File: src/rtl/adc_link_pkg.sv
package adc_link_pkg;

  // Role of one serial clock within a frame, seen at its rising edge
  typedef enum logic [1:0] {
    SLOT_TX   = 2'd0,
    SLOT_NULL = 2'd1,
    SLOT_MSB  = 2'd2,
    SLOT_LSB  = 2'd3
  } slot_e;

endpackage

File: src/rtl/adc_link_tick.sv
module adc_link_tick #(
  parameter int HALF_DIV = 2
) (
  input  logic clk,
  input  logic rst,
  input  logic run_i,
  output logic tick_o
);
  localparam int CNT_W = (HALF_DIV > 1) ? $clog2(HALF_DIV) : 1;
  localparam logic [CNT_W-1:0] CNT_TOP = CNT_W'(HALF_DIV - 1);

  logic [CNT_W-1:0] cnt;

  always_ff @(posedge clk) begin
    if (rst || !run_i) begin
      cnt <= '0;
    end else if (cnt == CNT_TOP) begin
      cnt <= '0;
    end else begin
      cnt <= cnt + CNT_W'(1);
    end
  end

  assign tick_o = run_i && (cnt == CNT_TOP);
endmodule

File: src/rtl/adc_link_seq.sv
module adc_link_seq
  import adc_link_pkg::*;
#(
  parameter int CFG_W = 3,
  parameter int RES_W = 8
) (
  input  logic             clk,
  input  logic             rst,
  input  logic             start_i,
  input  logic [CFG_W-1:0] cfg_i,
  input  logic             tick_i,
  output logic             busy_o,
  output logic             cs_n_o,
  output logic             sclk_o,
  output logic             dout_o,
  output logic             oe_o,
  output logic             done_o,
  output logic             smp_o,
  output slot_e            slot_o,
  output logic             fin_o
);
  // serial clocks: start, config, null, result, repeat
  localparam int N_CLK   = 2 + CFG_W + 2 * RES_W - 1;
  localparam int LAST_PH = 2 * N_CLK + 2;
  localparam int PH_W    = $clog2(LAST_PH + 1);
  localparam int NULL_K  = CFG_W + 1;
  localparam int MSB_END = CFG_W + 1 + RES_W;

  logic [PH_W-1:0]  ph, ph_nxt, rise_k, fall_k;
  logic [CFG_W-1:0] tx_sh;
  logic             is_last, is_rise, is_fall;

  assign ph_nxt  = ph + PH_W'(1);
  assign rise_k  = (ph_nxt - PH_W'(2)) >> 1;
  assign fall_k  = (ph_nxt - PH_W'(3)) >> 1;
  assign is_last = (ph_nxt == PH_W'(LAST_PH));
  assign is_rise = !ph_nxt[0] && (ph_nxt >= PH_W'(2)) && !is_last;
  assign is_fall = ph_nxt[0] && (ph_nxt >= PH_W'(3));

  assign smp_o = busy_o && tick_i && is_rise;
  assign fin_o = busy_o && tick_i && is_last;

  always_comb begin
    if (rise_k <= PH_W'(CFG_W))        slot_o = SLOT_TX;
    else if (rise_k == PH_W'(NULL_K))  slot_o = SLOT_NULL;
    else if (rise_k <= PH_W'(MSB_END)) slot_o = SLOT_MSB;
    else                               slot_o = SLOT_LSB;
  end

  always_ff @(posedge clk) begin
    if (rst) begin
      busy_o <= 1'b0;
      cs_n_o <= 1'b1;
      sclk_o <= 1'b0;
      dout_o <= 1'b0;
      oe_o   <= 1'b0;
      done_o <= 1'b0;
      ph     <= '0;
      tx_sh  <= '0;
    end else begin
      done_o <= 1'b0;
      if (!busy_o) begin
        if (start_i) begin
          busy_o <= 1'b1;
          cs_n_o <= 1'b0;
          oe_o   <= 1'b1;
          dout_o <= 1'b1;          // start bit
          ph     <= '0;
          tx_sh  <= cfg_i;
        end
      end else if (tick_i) begin
        ph <= ph_nxt;
        if (is_last) begin
          busy_o <= 1'b0;
          cs_n_o <= 1'b1;
          sclk_o <= 1'b0;
          oe_o   <= 1'b0;
          dout_o <= 1'b0;
          done_o <= 1'b1;
        end else if (is_rise) begin
          sclk_o <= 1'b1;
        end else if (is_fall) begin
          sclk_o <= 1'b0;
          if (fall_k < PH_W'(CFG_W)) begin
            dout_o <= tx_sh[CFG_W-1];
            tx_sh  <= tx_sh << 1;
          end else if (fall_k == PH_W'(CFG_W)) begin
            oe_o   <= 1'b0;
            dout_o <= 1'b0;
          end
        end
      end
    end
  end
endmodule

File: src/rtl/adc_link_capture.sv
module adc_link_capture
  import adc_link_pkg::*;
#(
  parameter int RES_W = 8
) (
  input  logic             clk,
  input  logic             rst,
  input  logic             smp_i,
  input  slot_e            slot_i,
  input  logic             din_i,
  input  logic             fin_i,
  output logic [RES_W-1:0] result_o,
  output logic             mismatch_o
);
  logic [RES_W-1:0] msb_sh;
  logic [RES_W-2:0] rep_sh;   // rep_sh[i] holds repeat of result bit i+1

  always_ff @(posedge clk) begin
    if (rst) begin
      msb_sh     <= '0;
      rep_sh     <= '0;
      result_o   <= '0;
      mismatch_o <= 1'b0;
    end else begin
      if (smp_i) begin
        case (slot_i)
          SLOT_MSB: msb_sh <= {msb_sh[RES_W-2:0], din_i};
          SLOT_LSB: rep_sh <= {din_i, rep_sh[RES_W-2:1]};
          default:  ;
        endcase
      end
      if (fin_i) begin
        result_o   <= msb_sh;
        mismatch_o <= (rep_sh != msb_sh[RES_W-1:1]);
      end
    end
  end
endmodule

File: src/rtl/adc_link_host.sv
module adc_link_host
  import adc_link_pkg::*;
#(
  parameter int HALF_DIV = 2,
  parameter int CFG_W    = 3,
  parameter int RES_W    = 8
) (
  input  logic             clk,
  input  logic             rst,
  input  logic             start_i,
  input  logic [CFG_W-1:0] cfg_i,
  output logic             busy_o,
  output logic             done_o,
  output logic [RES_W-1:0] result_o,
  output logic             mismatch_o,
  output logic             cs_n_o,
  output logic             sclk_o,
  output logic             sdata_o,
  output logic             sdata_oe_o,
  input  logic             sdata_i
);
  logic  tick, smp, fin;
  slot_e slot;

  adc_link_tick #(.HALF_DIV(HALF_DIV)) u_tick (
    .clk    (clk),
    .rst    (rst),
    .run_i  (busy_o),
    .tick_o (tick)
  );

  adc_link_seq #(.CFG_W(CFG_W), .RES_W(RES_W)) u_seq (
    .clk     (clk),
    .rst     (rst),
    .start_i (start_i),
    .cfg_i   (cfg_i),
    .tick_i  (tick),
    .busy_o  (busy_o),
    .cs_n_o  (cs_n_o),
    .sclk_o  (sclk_o),
    .dout_o  (sdata_o),
    .oe_o    (sdata_oe_o),
    .done_o  (done_o),
    .smp_o   (smp),
    .slot_o  (slot),
    .fin_o   (fin)
  );

  adc_link_capture #(.RES_W(RES_W)) u_cap (
    .clk        (clk),
    .rst        (rst),
    .smp_i      (smp),
    .slot_i     (slot),
    .din_i      (sdata_i),
    .fin_i      (fin),
    .result_o   (result_o),
    .mismatch_o (mismatch_o)
  );
endmodule

File: config.mk
export PLATFORM = sky130hd
export DESIGN_NAME = adc_link_host
export DESIGN_NICKNAME = d
export VERILOG_FILES = /design/src/rtl/adc_link_pkg.sv /design/src/rtl/adc_link_tick.sv /design/src/rtl/adc_link_seq.sv /design/src/rtl/adc_link_capture.sv /design/src/rtl/adc_link_host.sv
export SDC_FILE = /design/constraint.sdc
export NUM_CORES = 1
export LEC_CHECK = 0
export ABC_AREA = 0
export BUFFER_PORTS_ARGS = -buffer_cell sky130_fd_sc_hd__buf_2
export CORE_MARGIN = 2
export CORE_UTILIZATION = 54
export DETAILED_ROUTE_END_ITERATION = 8
export PLACE_DENSITY = 0.76
export SLEW_MARGIN = 20
export SYNTH_ARGS = -nofsm -noshare
export SYNTH_HDL_FRONTEND = slang
export SYNTH_SLANG_ARGS = --single-unit
File: constraint.sdc
create_clock -name clk -period 2.99 [get_ports clk]
set_clock_uncertainty 0.1 [all_clocks]
set_input_delay 0.4485 -clock clk [delete_from_list [all_inputs] [get_ports clk]]
set_output_delay 0.4485 -clock clk [all_outputs]
set_load 0.005 [all_outputs]
==> results of run 1 <==
synth_stat cells (all sizes together) (2+ instances only):
cell type and number:
a311oi 4, buf 10, nor4 3, o22ai 3, clkbuf 9, a21boi 2
and2 3, or2 2, dfxtp 40, nor2 24, mux2i 27, inv 10
nand2b 19, nand3 7, mux2 3, nor3b 4, nand4 3, nor2b 4
ha 5, a21oi 17, nor3 11, o21ai 3, xnor2 10, nand3b 2
xor2 11, o221ai 2, nor4b 2, nand2 17, and3 2, o211ai 4
routing by layer:
metal	wire [um]	global-route usage [%]	vias to the layer above
li1	-	-	1036
met2	2210	31.5	57
met5	0	0	-
met1	2470	31.6	945
met4	97	7.97	0
met3	303	4.50	11
critical path, delay by kind of cell (launching register included):
| kind | cells | cell delay, ns |
|---|---|---|
| and+or+nand+nor | 2 | 0.59 |
| adders and majority gates | 2 | 0.54 |
| muxes | 2 | 0.52 |
| DFF | 1 | 0.42 |
| AOI/OAI and AO/OA | 2 | 0.38 |
| xor gates and xnor gates | 1 | 0.16 |
through the flow:
stage | utilization (%) | std cells | area, sq um | hold slack, ns
2_1_floorplan | - | 282 | 2480 | 0.353
3_3_place_gp | 60.0 | 347 | 2630 | 0.352
3_5_place_dp | 60.0 | 347 | 2630 | 0.356
4_1_cts | 62.8 | 355 | 2750 | 0.373
5_1_grt | 62.9 | 355 | 2760 | 0.405
6_report | 62.9 | 355 | 2760 | 0.369
state kept, by name, summed over array words and instances, names as in the netlist, 3 cells and up:
register / count
u_cap.msb_sh: 8
u_cap.result_o: 8
u_cap.rep_sh: 7
u_seq.ph: 6
u_seq.tx_sh: 3
area by class of cell:
cell class	instances	area, sq um	share of cell area [%]
multi-input combinational	213	1550	56.1
sequential	40	801	29.0
timing repair buffer	32	188	6.80
clock buffer	6	82.6	2.99
tap	52	65.1	2.36
clock inverter	2	38.8	1.41
inverter	10	37.5	1.36
layout by cell type, fill, tap and decap left out, types with 9 or more instances in the layout:
cell type  netlist  layout
dfxtp_1         40      40
xnor2_1          9       9
nor3_1          11      11
mux2i_1         27      27
nand2_1         16      16
nor2_1          24      24
a21oi_1         16      16
nand2b_1        19      19
buf_4            3      11
buf_2            4      21
xor2_1          11      11
inv_1           10      10
repair_timing:
item / CTS / global route
resized for setup: 0 / 2
endpoints found under the setup margin: 0 / 19
hold buffers: 0 / 0
path summary, 6_finish.rpt:
check	slack (ns)	endpoint	start	cells after the start
max	0.20	u_cap.rep_sh[6]$_SDFFE_PP0P_	u_seq.ph[1]$_SDFFE_PP0P_	9
max reg2reg	0.20	u_cap.rep_sh[6]$_SDFFE_PP0P_	u_seq.ph[1]$_SDFFE_PP0P_	9
min	0.37	u_seq.cs_n_o$_SDFFE_PP1P_	u_seq.cs_n_o$_SDFFE_PP1P_	2
min reg2reg	0.37	u_seq.cs_n_o$_SDFFE_PP1P_	u_seq.cs_n_o$_SDFFE_PP1P_	2
power by group through the flow:
stage          clock network [mW]  logic (mW)  registers, mW
2_1_floorplan                   0      0.0766          0.559
3_3_place_gp                    0       0.103          0.558
3_5_place_dp                    0       0.104          0.558
4_1_cts                     0.480       0.105          0.546
5_1_grt                     0.495       0.118          0.547
6_report                    0.472       0.106          0.546
cells by family (layout without fill, tap and decap cells):
group	after synthesis	count (layout)	synth area share [%]
AO/OA/AOI/OAI	47	47	14.4
XOR/XNOR	22	22	8.65
adder cells (fa/ha/maj)	5	5	2.53
buffers and inverters	29	50	5.36
flip-flops	40	40	32.4
multiplexers	30	30	12.4
AND/OR/NAND/NOR	109	109	24.2
==> summary by stage, run 1 <==
Status
The run finished with clean final reports.

Clocking
The clock transition at the register clock pins on the worst setup and hold paths after CTS is 0.08 ns. Clock latency on the worst-skew pair, taken at its later pin, is about 0.30 ns. The H-tree was split into 2 levels.

The number of buffers on the longest clock path is 2. The number of setup buffers added after CTS is 0. The number of clock buffers inserted by TritonCTS is 5.

The number of clock sinks is 40. The root buffer cell chosen for the clock tree is clkbuf_8. The clock tree from TritonCTS is built.

GRT
The via count of the first global-routing pass is around 1900. Summed over all layers, the global routing overflow is 0. The number of antenna violations at the first check in global routing came to 0. Entering global routing, the biggest net connects 30 pins.

The global-route total usage across every layer is ~22%. The first-pass GRT wire length is just under 9000 um.

Yosys
In this run the cell area of the synthesized design comes to about 2500 sq um. The number of flops mapped to enable cells by yosys is 0. The most common flop cell mapped by yosys is dfxtp_1.

The number of standard cells after synthesis is between 200 and 300. The largest total area in the synthesized netlist belongs to dfxtp_1. After synthesis, the netlist uses 60 different library cells. The Yosys step of the flow raised 0 warnings. The proportion of synthesized chip area in sequential cells is 32.4%. Counting every net in the synthesized netlist gives about 290.

After synthesis, the share of flip-flops with an asynchronous set or reset is 0%. A synthesized cell averages 8.77 sq um. The fraction of synthesized cell area taken by the top area cell type is approximately a third.

The flop and latch count out of synthesis is 40. Ranked by total cell area, the synthesized netlist is headed by dfxtp_1 32%, mux2i_1 11%, nand2b_1 4.8%, xor2_1 3.9%, nor2_1 3.6%.

STA
The share of the clock period used by the worst path after layout is slightly above 90%. The count of endpoints failing hold in the final timing report is 0. The number of slew-limit violations in the final report is 0. The worst path meets setup with roughly 0.20 ns of slack. Based on the critical path, the design can be clocked at up to about 360 MHz.

The slew at the pin with the worst max-slew slack is slightly above 0.5 ns. In this run the tightest slew margin relative to its limit is 65.4%. Setup repair after global routing left no endpoint under its margin. The sum of negative setup slack is 0 ns. The routed design could run at a clock period as short as about 2.8 ns. The number of setup violations in the final report is 0.

Layout
The number of filler cells placed in the layout is approximately 380. The area growth from synthesis to layout is 11.6%. The number of antenna diodes in the final layout is 0. At the end of the flow, the number of nets in the layout was about 310. Of the cells placed in the final design, the portion with a size suffix greater than 1 is between 10% and 20%.

Routing
The remaining number of nets flagged by the antenna check after routing is 0. The first detailed-routing pass took 5 iterations. After detailed routing, the number of vias per cell comes to just under 6.

The number of vias in the routed layout is ~2000. The final wirelength is ~5100 um. The number of design-rule violations left by the first detailed-router iteration is roughly 120. For this run, design rule violations remaining after detail routing come to 0.

The average detailed-routed wire length per instance is roughly 14 um.

Power and ir drop
Summed over all cells, the static leakage comes to roughly 1.2 nW. The portion of total power attributed to sequential cells is between 40% and 50%. The net switching power is approximately 0.26 mW.

The internal power of the cells totals 0.861 mW. The total power draw is around 1.1 mW. Of the total power, the clock network draws 42.0%. In this run, the combinational gates consume a little under a tenth of the power. Across the VDD grid, the largest voltage drop is around 0.38 mV.

The total power density per cell area is just over 400 nW/um^2. Of the total power, the share spent switching nets is between 20% and 30%.

Run
The tool flagged a number of max-cap violations equal to 0.

Floorplanning
The die is just over 70 um tall. The row count is 24. The count of pins on the block boundary is 22. The die covers just over 5000 sq um.

The die is 71.7 um wide. In this run the standard cell core region covers 4380 sq um. For this configuration, the core starts out at a cell density of between 50 and 60%.

Setup path
The worst setup path is launched from a register. Along the worst path, the maximum fanout reaches 10. STA classifies the critical path endpoint as a register.

The setup path with the least slack is of type register to register. The delay contributed by the slowest stage of the critical path is between 0.4 and 0.5 ns. For the worst setup path, the data required time is roughly 3.1 ns.

Traced cell by cell, the critical path runs through ha_1 > xnor2_1 > ha_2 > o221ai_2 > nor4b_2 > mux2_4 > a211oi_4 > and2_2 > mux2i_1. At the worst endpoint, the arrival time is 2.92 ns. The largest individual stage delay along the critical path comes from the cell dfxtp_1.

Placed design
After legalization and detailed placement, the total HPWL measured 3630 um. The global placer's final weighted congestion is about 0.94. The setup slack after placement is 0.0541 ns. Input and output buffers added on the ports amount to 21.

Min path
The type of the most critical hold path is register to register.
No activity file was read; power rests on OpenSTA's default activity.
==> inputs of run 2 (changes only) <==
- PLACE_DENSITY: 0.76 -> 0.83
==> summary by stage, run 2 (same netlist as run 1, synthesis figures left out) <==
Floorplanning
The horizontal extent of the die came to 71.7 um (unchanged). The floorplan core area was 4380 sq um (unchanged). The y dimension of the die was 71.7 um (unchanged).

The row count is 24 (unchanged). The area of the die is 5140 sq um (unchanged). The count of pins on the block boundary came to 22 (unchanged).

The initial standard-cell utilization of the core is 56.4% (unchanged).

Status
The flow ran to the end, and the final reports show no timing, DRC or antenna violations.

Layout
The largest registers in the layout are u_cap.msb_sh: 8 flops, u_cap.result_o: 8 flops, u_cap.rep_sh: 7 flops. The fraction of final layout cells with drive strength greater than 1 is 20.3% (+0.79 points). The number of nets at the end of the flow is 317 (+0.96%). The most common cell after layout, fill and taps aside is dfxtp_1. The library cells used most frequently in the layout, excluding fill and tap cells, are 40 x dfxtp_1, 27 x mux2i_1, 24 x nor2_1, 21 x buf_2, 19 x nand2b_1. The core utilization of the finished layout was 63.3% (+0.37 points). The antenna diode count is 0 (unchanged).

The growth of design area from synthesis to finish is 12.2%.

GRT
The total global routing overflow came to 0 (unchanged). The pin count of the biggest net entering global routing is 29 (-3.3%). The via count of the first global-routing pass is 2010 (+6.1%). The number of antenna violations at the first check in global routing is 0 (unchanged). The first-pass GRT wire length is 9280 um (+4.8%).

The global-route total usage across every layer was 22.5% (+0.83 points).

STA
The final period demand of the worst path is 2.80 ns (+0.0104 ns). The number of setup violations in the final report is 0 (unchanged). The number of slew-limit violations in the final report is 0 (unchanged). The share of the clock period used by the worst path after layout is 93.5% (+0.35 points). The achievable clock frequency was 358 MHz (-0.37%). The relative slew slack is 66.1% (+0.70 points).

The sum of negative setup slack is 0 ns (unchanged). The slew at the pin with the worst max-slew slack is 0.508 ns (-0.00572 ns). Setup repair after global routing left no endpoint under its margin. The count of endpoints failing hold in the final timing report is 0 (unchanged).

Setup path
The data required time of the worst path came to 3.12 ns (about the same). The gate family responsible for the most delay along the worst path is simple AND/OR/NAND/NOR gates. The start-to-end type of the worst setup path is register to register. Walking the worst path, the cells encountered are inv_1 > ha_1 > inv_1 > ha_2 > and2b_2 > nor4b_2 > mux2_4 > a211oi_4 > and2_2 > mux2i_1.

The most common cell type on the critical path is inv_1. The startpoint kind of the worst setup timing path is a register. The delay contributed by the slowest stage of the critical path is 0.38 ns (-0.04 ns). The maximum fanout count along the critical path is 8 (-2). The arrival time at the worst endpoint came to 2.92 ns (about the same). The kind of capture point of the worst setup path is a register. The total buffers and inverters traversed by the critical path was 2 (+2). The cell type of the slowest stage on the worst timing path is nor4b_2.

Clocking
The number of clock sinks is 40 (unchanged). The clock latency on the worst-skew pair is 0.30 ns (about the same). The clock tree root driver cell is clkbuf_8. The maximum level of the CTS H-tree is 2 (unchanged).

The number of clock buffers inserted by TritonCTS came to 5 (unchanged). TritonCTS built the clock tree. The clock transition at the register clock pins on the worst setup and hold paths after CTS came to 0.08 ns (about the same). The hold buffer count at cts was 0 (unchanged). The number of buffers on the longest clock path is 2 (unchanged).

Routing
The final routed DRC violation total is 0 (unchanged). The number of design-rule violations left by the first detailed-router iteration is 99 (-20%). The final wirelength is 5380 um (+5.9%). The remaining number of nets flagged by the antenna check after routing is 0 (unchanged). The number of vias in the routed layout came to 2120 (+3.5%). The post-detailed-route via-to-cell ratio is 5.92 (+2.6%).

The average detailed-routed wire length per instance was 15.0 um (+5.0%). The first-pass iteration count of the detailed router came to 4 (-1).

Run
The number of maximum-capacitance violations came to 0 (unchanged).

Placed design
The detailed-placement wirelength estimate came to 3780 um (+4.1%). The global placer's final weighted congestion came to 0.877 (-6.4%). The count of input and output buffers is 21 (unchanged).

Min path
The type of the most critical hold path is input pin to register.

Power and ir drop
The highest ir drop seen on vdd is 0.305 mV (-19%). The total power draw is 1.11 mW (-1.1%). The total power density per cell area is 400 nW/um^2 (-1.7%). The leakage dissipation is 1.19 nW (+0.70%).
run 2: cell count changes in the layout (fill, tap and decap cells not counted), sizes merged:
cell / delta
buf: +3
clkbuf: -1
clkinv: -1
clkinvlp: +1
inv: +1
run 2: timing repair:
action | CTS | global route
resized for setup | 0 | 2
buffers inserted | 0 | 0
setup endpoints to repair | 0 | 15
run 2: final timing paths:
check | from | endpoint | slack [ns] | depth (start not counted)
worst max register to register | u_seq.ph[0]$_SDFFE_PP0P_ | u_cap.rep_sh[6]$_SDFFE_PP0P_ | 0.19 | 10
worst min-delay path | sdata_i | u_cap.msb_sh[0]$_SDFFE_PP0P_ | 0.37 | 3
worst min register to register | u_seq.sclk_o$_SDFFE_PP0P_ | u_seq.sclk_o$_SDFFE_PP0P_ | 0.38 | 2
worst max-delay path | u_seq.ph[0]$_SDFFE_PP0P_ | u_cap.rep_sh[6]$_SDFFE_PP0P_ | 0.19 | 10
run 2: stage by stage:
stage	hold slack [ns]	std cells	setup slack (ns)	cell area (sq um)
after floorplan	0.353	282	0.0200	2480
after global placement	0.345	350	0.226	2650
after detailed placement	0.362	350	0.121	2650
after CTS	0.378	358	0.0912	2770
after global routing	0.391	358	0.0374	2780
final	0.373	358	0.193	2780
run 2: worst reg2reg max path, cell delays in order (launching register included):
cell      delay (ns)
dfxtp_1         0.36
inv_1           0.07
ha_1            0.30
inv_1           0.06
ha_2            0.22
and2b_2         0.22
nor4b_2         0.38
mux2_4          0.35
a211oi_4        0.25
and2_2          0.23
mux2i_1         0.19
run 2: routing by layer:
metal | GRT usage [%] | part of all wire (%)
met5 | 0 | 0
met4 | 9.64 | 1.7
met3 | 3.94 | 5.4
met2 | 34.7 | 46
met1 | 30.9 | 47
run 2: layout make-up:
class                           count  area [sq um]
Fill cell                         357          1610
Timing Repair Buffer               35           210
Clock buffer                        5          68.8
Tap cell                           52          65.1
Inverter                           10          37.5
Clock inverter                      3          46.3
Sequential cell                    40           801
Multi-Input combinational cell    213          1550
run 2: report_power, final:
| part | switching, mW | total (mW) | internal, mW |
|---|---|---|---|
| Clock | 0.204 | 0.455 | 0.251 |
| Combinational | 0.0606 | 0.110 | 0.0495 |
| Sequential | 0.00456 | 0.545 | 0.541 |
